--- config.mk ---
export PLATFORM = sky130hd
export DESIGN_NAME = bp_cmd_link
export DESIGN_NICKNAME = d
export VERILOG_FILES = /design/src/rtl/bp_link_pkg.sv /design/src/rtl/bp_link_tx.sv /design/src/rtl/bp_link_rx_ctrl.sv /design/src/rtl/bp_link_rx_dp.sv /design/src/rtl/bp_link_fifo.sv /design/src/rtl/bp_cmd_link.sv
export SDC_FILE = /design/constraint.sdc
export NUM_CORES = 1
export LEC_CHECK = 0
export BUFFER_PORTS_ARGS = -buffer_cell sky130_fd_sc_hd__buf_2
export CAP_MARGIN = 10
export CORE_MARGIN = 4
export CORE_UTILIZATION = 52
export CTS_CLUSTER_DIAMETER = 80
export DETAILED_ROUTE_END_ITERATION = 12
export PLACE_DENSITY = 0.77
export SLEW_MARGIN = 20
export SYNTH_ARGS = -nofsm -noshare
export SYNTH_HDL_FRONTEND = slang
export SYNTH_SLANG_ARGS = --single-unit
--- constraint.sdc ---
create_clock -name clk -period 2.1 [get_ports clk]
set_input_delay 0.42 -clock clk [delete_from_list [all_inputs] [get_ports clk]]
set_output_delay 0.42 -clock clk [all_outputs]
set_load 0.02 [all_outputs]
--- src/rtl/bp_link_pkg.sv ---
package bp_link_pkg;
  typedef enum logic [1:0] {RX_IDLE, RX_START, RX_DATA, RX_STOP} rxState_t;

  typedef struct packed {
    logic clear;
    logic shift;
    logic last;
  } rxStrobe_t;
endpackage

--- src/rtl/bp_link_tx.sv ---
module bp_link_tx #(
  parameter int CLKS_PER_BIT = 8,
  parameter int WORD_W = 24
) (
  input  logic              clk,
  input  logic              rstN,
  input  logic              start,
  input  logic [WORD_W-1:0] word,
  output logic              busy,
  output logic              lineOut
);
  localparam int FRAME_W = WORD_W + 2;
  localparam int CNT_W = (CLKS_PER_BIT > 1) ? $clog2(CLKS_PER_BIT) : 1;
  localparam int IDX_W = $clog2(FRAME_W);

  logic [FRAME_W-1:0] frameSr;
  logic [CNT_W-1:0]   cyc;
  logic [IDX_W-1:0]   idx;

  always_ff @(posedge clk) begin
    if (!rstN) begin
      busy    <= 1'b0;
      frameSr <= '0;
      cyc     <= '0;
      idx     <= '0;
    end else if (!busy) begin
      if (start) begin
        busy    <= 1'b1;
        frameSr <= {1'b1, word, 1'b0};
        cyc     <= '0;
        idx     <= '0;
      end
    end else if (cyc == CNT_W'(CLKS_PER_BIT - 1)) begin
      cyc <= '0;
      if (idx == IDX_W'(FRAME_W - 1)) begin
        busy    <= 1'b0;
        frameSr <= '0;
      end else begin
        idx     <= idx + 1'b1;
        frameSr <= {frameSr[FRAME_W-2:0], 1'b0};
      end
    end else begin
      cyc <= cyc + 1'b1;
    end
  end

  assign lineOut = frameSr[FRAME_W-1];
endmodule

--- src/rtl/bp_link_rx_ctrl.sv ---
module bp_link_rx_ctrl
  import bp_link_pkg::*;
#(
  parameter int CLKS_PER_BIT = 8,
  parameter int WORD_W = 24
) (
  input  logic      clk,
  input  logic      rstN,
  input  logic      lineIn,
  output rxStrobe_t strobe
);
  localparam int CNT_W = (CLKS_PER_BIT > 1) ? $clog2(CLKS_PER_BIT) : 1;
  localparam int BIT_W = $clog2(WORD_W);
  localparam int HALF  = CLKS_PER_BIT / 2 - 1;

  rxState_t         state;
  logic [CNT_W-1:0] cnt;
  logic [BIT_W-1:0] bitCnt;
  logic             bitEnd;

  assign bitEnd = (cnt == CNT_W'(CLKS_PER_BIT - 1));

  always_comb begin
    strobe.clear = (state == RX_START) && (cnt == CNT_W'(HALF)) && lineIn;
    strobe.shift = (state == RX_DATA) && bitEnd;
    strobe.last  = strobe.shift && (bitCnt == BIT_W'(WORD_W - 1));
  end

  always_ff @(posedge clk) begin
    if (!rstN) begin
      state  <= RX_IDLE;
      cnt    <= '0;
      bitCnt <= '0;
    end else begin
      case (state)
        RX_IDLE: if (lineIn) begin
          state <= RX_START;
          cnt   <= CNT_W'(1);
        end
        RX_START: if (cnt == CNT_W'(HALF)) begin
          state  <= lineIn ? RX_DATA : RX_IDLE;
          cnt    <= '0;
          bitCnt <= '0;
        end else begin
          cnt <= cnt + 1'b1;
        end
        RX_DATA: if (bitEnd) begin
          cnt <= '0;
          if (strobe.last) state <= RX_STOP;
          else bitCnt <= bitCnt + 1'b1;
        end else begin
          cnt <= cnt + 1'b1;
        end
        default: if (bitEnd) begin
          state <= RX_IDLE;
          cnt   <= '0;
        end else begin
          cnt <= cnt + 1'b1;
        end
      endcase
    end
  end
endmodule

--- src/rtl/bp_link_rx_dp.sv ---
module bp_link_rx_dp
  import bp_link_pkg::*;
#(
  parameter int WORD_W = 24
) (
  input  logic              clk,
  input  logic              rstN,
  input  logic              lineIn,
  input  rxStrobe_t         strobe,
  output logic [WORD_W-1:0] word,
  output logic              valid
);
  always_ff @(posedge clk) begin
    if (!rstN) begin
      word  <= '0;
      valid <= 1'b0;
    end else begin
      valid <= strobe.last;
      if (strobe.shift) word <= {word[WORD_W-2:0], lineIn};
    end
  end
endmodule

--- src/rtl/bp_link_fifo.sv ---
module bp_link_fifo #(
  parameter int WIDTH = 16,
  parameter int DEPTH = 4
) (
  input  logic             clk,
  input  logic             rstN,
  input  logic             push,
  input  logic [WIDTH-1:0] pushData,
  input  logic             pop,
  output logic [WIDTH-1:0] headData,
  output logic             notEmpty,
  output logic             overflow
);
  localparam int PTR_W = (DEPTH > 1) ? $clog2(DEPTH) : 1;
  localparam int CNT_W = $clog2(DEPTH + 1);

  logic [WIDTH-1:0] mem [DEPTH];
  logic [PTR_W-1:0] wrPtr, rdPtr;
  logic [CNT_W-1:0] count;
  logic popOk, pushOk, isFull;

  assign isFull = (count == CNT_W'(DEPTH));
  assign popOk  = pop && (count != '0);
  assign pushOk = push && (!isFull || popOk);

  always_ff @(posedge clk) begin
    if (!rstN) begin
      wrPtr    <= '0;
      rdPtr    <= '0;
      count    <= '0;
      overflow <= 1'b0;
    end else begin
      if (pushOk) begin
        wrPtr <= (wrPtr == PTR_W'(DEPTH - 1)) ? '0 : wrPtr + 1'b1;
      end
      if (popOk) begin
        rdPtr <= (rdPtr == PTR_W'(DEPTH - 1)) ? '0 : rdPtr + 1'b1;
      end
      if (push && !pushOk) overflow <= 1'b1;
      count <= count + CNT_W'(pushOk) - CNT_W'(popOk);
    end
  end

  always_ff @(posedge clk) begin
    if (pushOk) mem[wrPtr] <= pushData;
  end

  assign headData = mem[rdPtr];
  assign notEmpty = (count != '0);
endmodule

--- src/rtl/bp_cmd_link.sv ---
module bp_cmd_link #(
  parameter int CLKS_PER_BIT = 8,
  parameter int ADDR_W = 8,
  parameter int DATA_W = 16,
  parameter int FIFO_DEPTH = 4
) (
  input  logic                     clk,
  input  logic                     rstN,
  input  logic                     txStart,
  input  logic [ADDR_W+DATA_W-1:0] txWord,
  output logic                     txBusy,
  output logic                     cmdOut,
  input  logic                     telIn,
  output logic                     telValid,
  output logic [ADDR_W+DATA_W-1:0] telWord,
  input  logic                     cmdIn,
  input  logic [ADDR_W-1:0]        myAddr,
  input  logic                     cmdPop,
  output logic                     cmdAvail,
  output logic [DATA_W-1:0]        cmdData,
  output logic                     cmdOverflow
);
  import bp_link_pkg::*;
  localparam int WORD_W = ADDR_W + DATA_W;

  rxStrobe_t         telStrobe, cmdStrobe;
  logic              cmdRxValid;
  logic [WORD_W-1:0] cmdRxWord;
  logic              addrHit;

  bp_link_tx #(.CLKS_PER_BIT(CLKS_PER_BIT), .WORD_W(WORD_W)) u_tx (
    .clk(clk), .rstN(rstN), .start(txStart), .word(txWord),
    .busy(txBusy), .lineOut(cmdOut)
  );

  bp_link_rx_ctrl #(.CLKS_PER_BIT(CLKS_PER_BIT), .WORD_W(WORD_W)) u_telCtrl (
    .clk(clk), .rstN(rstN), .lineIn(telIn), .strobe(telStrobe)
  );
  bp_link_rx_dp #(.WORD_W(WORD_W)) u_telDp (
    .clk(clk), .rstN(rstN), .lineIn(telIn), .strobe(telStrobe),
    .word(telWord), .valid(telValid)
  );

  bp_link_rx_ctrl #(.CLKS_PER_BIT(CLKS_PER_BIT), .WORD_W(WORD_W)) u_cmdCtrl (
    .clk(clk), .rstN(rstN), .lineIn(cmdIn), .strobe(cmdStrobe)
  );
  bp_link_rx_dp #(.WORD_W(WORD_W)) u_cmdDp (
    .clk(clk), .rstN(rstN), .lineIn(cmdIn), .strobe(cmdStrobe),
    .word(cmdRxWord), .valid(cmdRxValid)
  );

  assign addrHit = cmdRxValid && (cmdRxWord[WORD_W-1:DATA_W] == myAddr);

  bp_link_fifo #(.WIDTH(DATA_W), .DEPTH(FIFO_DEPTH)) u_fifo (
    .clk(clk), .rstN(rstN), .push(addrHit), .pushData(cmdRxWord[DATA_W-1:0]),
    .pop(cmdPop), .headData(cmdData), .notEmpty(cmdAvail), .overflow(cmdOverflow)
  );
endmodule

### After elaboration in Yosys (flattened, before gate mapping)

Memories as Yosys holds them, arrays and structs flattened. A register that Yosys moved wholly into a read port is not among the register bits.
Index checks and enable logic that the tools add are counted.

| storage, ports and cells | value |
|---|---|
| register bits | 113 |
| memory bits (writable) | 64 |
| input bits | 38 |
| output and inout port bits | 45 |
| word-level logic and storage cells | 133 |
| memories kept | 1 |

| operators by class | value |
|---|---|
| add/sub/neg operators | 10 |
| eq/ne operators | 28 |
| multiplexer cells | 51 |
| reductions and logical operators | 25 |

Memories:

| memory | words | width | read ports | clocked after Yosys merged registers in | wr ports | RTL line | source |
|---|---|---|---|---|---|---|---|
| u_fifo.mem | 4 | 16 | 1 | 1 | 1 | bp_link_fifo.sv:17 | `logic [WIDTH-1:0] mem [DEPTH];` |

Operators with widths:

| kind | count |
|---|---|
| 2-to-1 mux 26 bit | 4 |
| 2-to-1 mux 5 bit | 10 |
| 2-to-1 mux 2 bit | 16 |
| 2-to-1 mux 3 bit | 9 |
| case mux 5 bit (2 select lines) | 2 |
| inequality test 2 bit (second input constant) | 8 |
| adder 5 x 1 -> 5 bit (second input constant) | 3 |
| equality test 5 bit (second input constant) | 3 |
| equality test 3 bit (second input constant) | 4 |
| case mux 2 bit (3 select lines) | 2 |
| case mux 3 bit (2 select lines) | 2 |
| AND reduction 5 bit | 2 |
| adder 3 x 1 -> 3 bit (second input constant) | 3 |
| nonzero test 3 bit | 3 |
| equality test 2 bit (second input constant) | 4 |
| equality test 8 bit | 1 |
| logical AND 1 bit | 8 |
| inequality test 2 x 1 -> 1 bit (second input constant) | 4 |
| AND reduction 4 bit | 2 |
| equality test 3 x 2 -> 1 bit (second input constant) | 2 |
| 2-to-1 mux 1 bit | 6 |
| nonzero test 2 bit | 3 |
| adder 2 x 1 -> 2 bit (second input constant) | 2 |
| equality test 2 x 1 -> 1 bit (second input constant) | 2 |
| 7 further kinds | 9 |

### Logic depth before layout (Yosys ltp)

| logic depth | value |
|---|---|
| depth in word-level cells | 6 |
| mapped depth | 9 |
| depth with buffers taken out | 9 |

### By module

From an unflattened synthesis, not the netlist that was laid out.

| unflattened totals | value |
|---|---|
| cells, all modules | 644 |
| area, all modules | 7917.6 um^2 |

By module, submodules not included:

| module | times used | cells each | area an instance (um^2) | seq. area each (um^2) |
|---|---|---|---|---|
| bp_link_fifo | 1 | 139 | 2844.0 | 2122.0 |
| bp_link_rx_dp | 2 | 79 | 955.9 | 500.5 |
| bp_link_tx | 1 | 197 | 1873.0 | 680.7 |
| bp_link_rx_ctrl | 2 | 69 | 596.8 | 200.2 |
| bp_cmd_link | 1 | 12 | 95.1 | 0.0 |

### Worst setup path before layout

Ideal clock, no wire load.

| timing path | value |
|---|---|
| path type | flip-flop to flip-flop |
| start | register u_fifo.count[1] |
| end | register u_fifo.count[2] |
| setup time | 0.128 ns |
| arrival | 2.031 ns |
| required time | 1.972 ns |
| path slack | -0.058 ns |
| stages on the path, launching flop included | 10 |
| buffers on the path | 0 |
| clock period less this slack | 2.158 ns |
| cell sequence | dfxtp_1 or3_1 nand2_1 inv_1 ha_1 inv_1 ha_1 fa_1 xnor2_1 nor2_1 |

| on the way | value |
|---|---|
| cells in the longest elaborated chain, start to end | 6 |
| elaborated cells on any way between the ends | 8 |
| classes of those cells | add/sub (2); eq/ne (1); reduce/logical (5) |

RTL lines:

| element | RTL line | source |
|---|---|---|
| start, declared | bp_link_fifo.sv:19 | `logic [CNT_W-1:0] count;` |
| start signal, assigned | bp_link_fifo.sv:40 | `count <= count + CNT_W'(pushOk) - CNT_W'(popOk);` |
| nonzero test 3 bit (*) | n/a |  |
| via cmdAvail | bp_cmd_link.sv:19 | `output logic cmdAvail,` |
| logical AND 1 bit (*) | bp_link_fifo.sv:23 | `assign popOk = pop && (count != '0);` |
| logical OR 1 bit | bp_link_fifo.sv:24 | `assign pushOk = push && (!isFull \|\| popOk);` |
| logical AND 1 bit | bp_link_fifo.sv:24 |  |
| adder 3 x 1 -> 3 bit | bp_link_fifo.sv:40 |  |
| subtractor 3 x 1 -> 3 bit (*) | bp_link_fifo.sv:40 |  |

The timed path passes the listed nets; every way through them passes the cells marked *.
A chain may end at the register's enable or synchronous reset.

==> results.toml <==
[critical_path]
regToRegStartpoint = "u_fifo.count[1]"
r2r-end = "u_fifo.count[1]"
critPathRequiredTime_ns = 1.68
crit_type = "flop to primary output"
critPathArrivalTime_ns = 1.66
crit_path_start_kind = "flop"
r2r_cells = 8
crit_fanout = 8
r2r_slack_ns = 0.05
endpoint_kind = "primary output"

[clock_network]
cts_buffer_depth = 2
cts_sinks = 178
hold_buffers = 0
insertion_delay_ns = 0.42
numCtsBuffers = 17
cts_tree = "yes"
cts-root-buf = "clkbuf_16"
cts-htree-levels = 4
clk_pin_slew_ns = 0.06

[yosys]
synth_seq_cells = 178
synthCells = 652
synth-main-ff-cell = "dfxtp_1"
yosysSeqAreaShare = 0.5923
avgSynthCellArea_sq_um = 10.89
ys_types = 44
synth_area_sq_um = 7098
synth_edf_count = 64
ys_warn_count = 0
synth.largest_area_cell = "dfxtp_1"
netlist.area_leader.share = 0.3215
syn_nets = 712
synthTopCellsByArea = "dfxtp_1, edfxtp_1, nand2_1, mux4_2, a21oi_1"
postSynth.asyncResetShare = 0

[worst_hold_path]
hold_class = "primary input to flop"
hold_path_depth = 3
hold-path-endpoint = "u_tx.frameSr[1]"
hp-start = "txWord[0]"

[die]
die_w_um = 124.8
die_h_um = 124.8
initial_core_util = 0.5339
die_area_sq_um = 15580
coreArea_sq_um = 13300
rows = 42
ios = 83

[timing]
post-route-min-period_ns = 2.080
slew_viol_final = 0
finClkSkew_ns = 0.006359
fmax_mhz = 480.7
hold_viol = 0
finalHoldWorstSlack_ns = 0.2668
slew_headroom = 0.5902
fin_tns_setup_ns = 0
setup_viol = 0
period_share = 0.9906
rsz0062_at_grt = "true"
tightest_slew_ns = 0.6138

[layout]
multiInputGateArea_sq_um = 2694
fillCellCount = 984
antenna_cells = 0
layout-drive-gt1-share = 0.2308
seqCellArea_sq_um = 4209
final_util = 0.6467
final_nets = 801
area.growth.synth_to_final_pct = 21.14
finalNonFillerCells = 930

[grt]
grt_overflow_total = 0
grt_pass1_vias = 5247
grt_usage = 0.1953
grt_max_degree = 34
antenna_found_initial = 0
grt_pass1_wl_um = 24930

[placed_design]
dp_cells = 897
io_buffers = 82
place.gp.congestion = 0.7562
hpwl_um = 9636

[routing]
dr.pass1.iters = 4
drt-wirelength-per-cell_um = 15.85
drtIter0Drc = 300
via_per_inst = 5.537
drtAntennaViolNets = 0
num_vias = 5149
drc_errors = 0
wl_um = 14740

[pwr]
p_int_w = 0.006183
p_sw_frac = 0.2495
peakVddDrop_v = 0.0005227
clkPwrFrac = 0.404
power_w = 0.008239
p_sw_w = 0.002056
sequentialPowerShare = 0.452
power_density_nw_per_um2 = 958.3
combPwrFrac = 0.144
power.leakage_nw = 3.166

[outcome]
status = "completed"

[flow_run]
maxCapViolCount = 0
[timing repair]
item,in CTS,in global routing
setup endpoints to repair,8,15
gates resized for setup,13,20
pin swaps,0,1
gates cloned,1,0
buffers inserted,0,0
[how the worst max path moves through the flow]
stage / start / endpoint / slack, ns / cells past startpoint
final: flop / cmdData[4] / 0.02 / 3
after global routing: flop / cmdData[4] / -0.03 / 3
after CTS: flop / cmdData[4] / -0.02 / 3
after detailed placement: myAddr[7] / u_fifo.count[1] / -0.19 / 7
after global placement: cmdPop / u_fifo.count[2] / -0.17 / 8
after floorplan: cmdPop / u_fifo.count[1] / 0.01 / 6
[Yosys cell counts (3+ instances only)]
cell type,number
o21ai_0,14
nand2_1,109
mux2_2,3
a211oi_1,5
or3_1,11
xnor2_1,10
and2_1,7
nand3b_1,5
a32oi_1,3
inv_1,17
edfxtp_1,64
nand4b_1,3
and3b_1,3
dfxtp_1,114
xor2_1,4
nor2b_1,3
a21oi_1,70
buf_2,10
nor3_1,32
nor2_1,40
mux4_2,16
clkbuf_1,25
a221oi_1,23
buf_1,3
nand3_1,11
ha_1,21
nand4_1,4
[layer usage]
metal  wire length (um)  vias up  global-route usage
li1                   -     2512                   -
met1               6366     2497              0.2427
met4                178        0             0.06378
met3                800       15             0.05660
met2               7397      125              0.3289
met5                  0        -                   0
[per-stage QoR]
| step | cell area, sq um | setup WS (ns) |
|---|---|---|
| after CTS | 8532 | -0.01985 |
| after global routing | 8598 | -0.02880 |
| after detailed placement | 7841 | -0.1881 |
| after floorplan | 7103 | 0.01476 |
| after global placement | 7841 | -0.1690 |
| final | 8598 | 0.01973 |
[state kept, by name, indices dropped and copies added (netlist names), 5 cells and up, named ones only]
register	flops
u_tx.frameSr	25
u_telDp.word	24
u_tx.idx	5
u_fifo.mem	64
u_cmdCtrl.bitCnt	5
u_telCtrl.bitCnt	5
u_cmdDp.word	24
[cells in the final DEF (no fill, tap or decap), drive strengths merged, types with 3 or more instances in the layout]
master,Yosys,layout
dfxtp,114,114
buf,15,110
nand2,109,109
a21oi,70,70
edfxtp,64,64
nor2,40,40
nor3,32,32
inv,17,26
a221oi,23,23
ha,21,21
clkbuf,25,18
mux4,16,16
o21ai,14,14
nand3,11,11
or3,11,11
xnor2,10,10
and2,7,7
nand3b,5,5
a211oi,5,5
xor2,4,4
nand4,4,4
mux2,3,3
nand4b,3,3
nor2b,3,3
and3b,3,3
a32oi,3,3
bufinv,0,3
mux2i,3,3
[critical path: stages, from the launching register on]
cell and delay (ns):
dfxtp_4 0.39, buf_12 0.15, mux4_2 0.54, buf_6 0.16
[cells by family (layout without fill, tap and decap cells)]
kind of cell | after synthesis | count (layout) | share of synthesized area
AO/OA/AOI/OAI | 121 | 121 | 0.1042
buffers and inverters | 58 | 160 | 0.03349
AND/OR/NAND/NOR | 237 | 237 | 0.1527
multiplexers | 22 | 22 | 0.06029
XOR/XNOR | 14 | 14 | 0.01727
flip-flops | 178 | 178 | 0.5923
adder cells (fa/ha/maj) | 22 | 22 | 0.03984
[power by group through the flow]
| stage | registers, W | logic (W) | clock network [W] |
|---|---|---|---|
| 6_report | 0.00373 | 0.00119 | 0.00332 |
| 5_1_grt | 0.00374 | 0.00129 | 0.00356 |
| 4_1_cts | 0.00373 | 0.00113 | 0.00339 |
| 3_5_place_dp | 0.00379 | 0.00105 | 0 |
| 3_3_place_gp | 0.00378 | 0.00101 | 0 |
| 2_1_floorplan | 0.00376 | 0.000721 | 0 |
[layout make-up]
class / instances / share of cell area
Multi-Input combinational cell: 416 / 0.3133
Inverter: 18 / 0.007858
Tap cell: 176 / 0.02561
Sequential cell: 178 / 0.4895
Clock buffer: 18 / 0.04991
Clock inverter: 14 / 0.02256
Timing Repair Buffer: 110 / 0.09124
No activity file was read; power rests on OpenSTA's default activity.
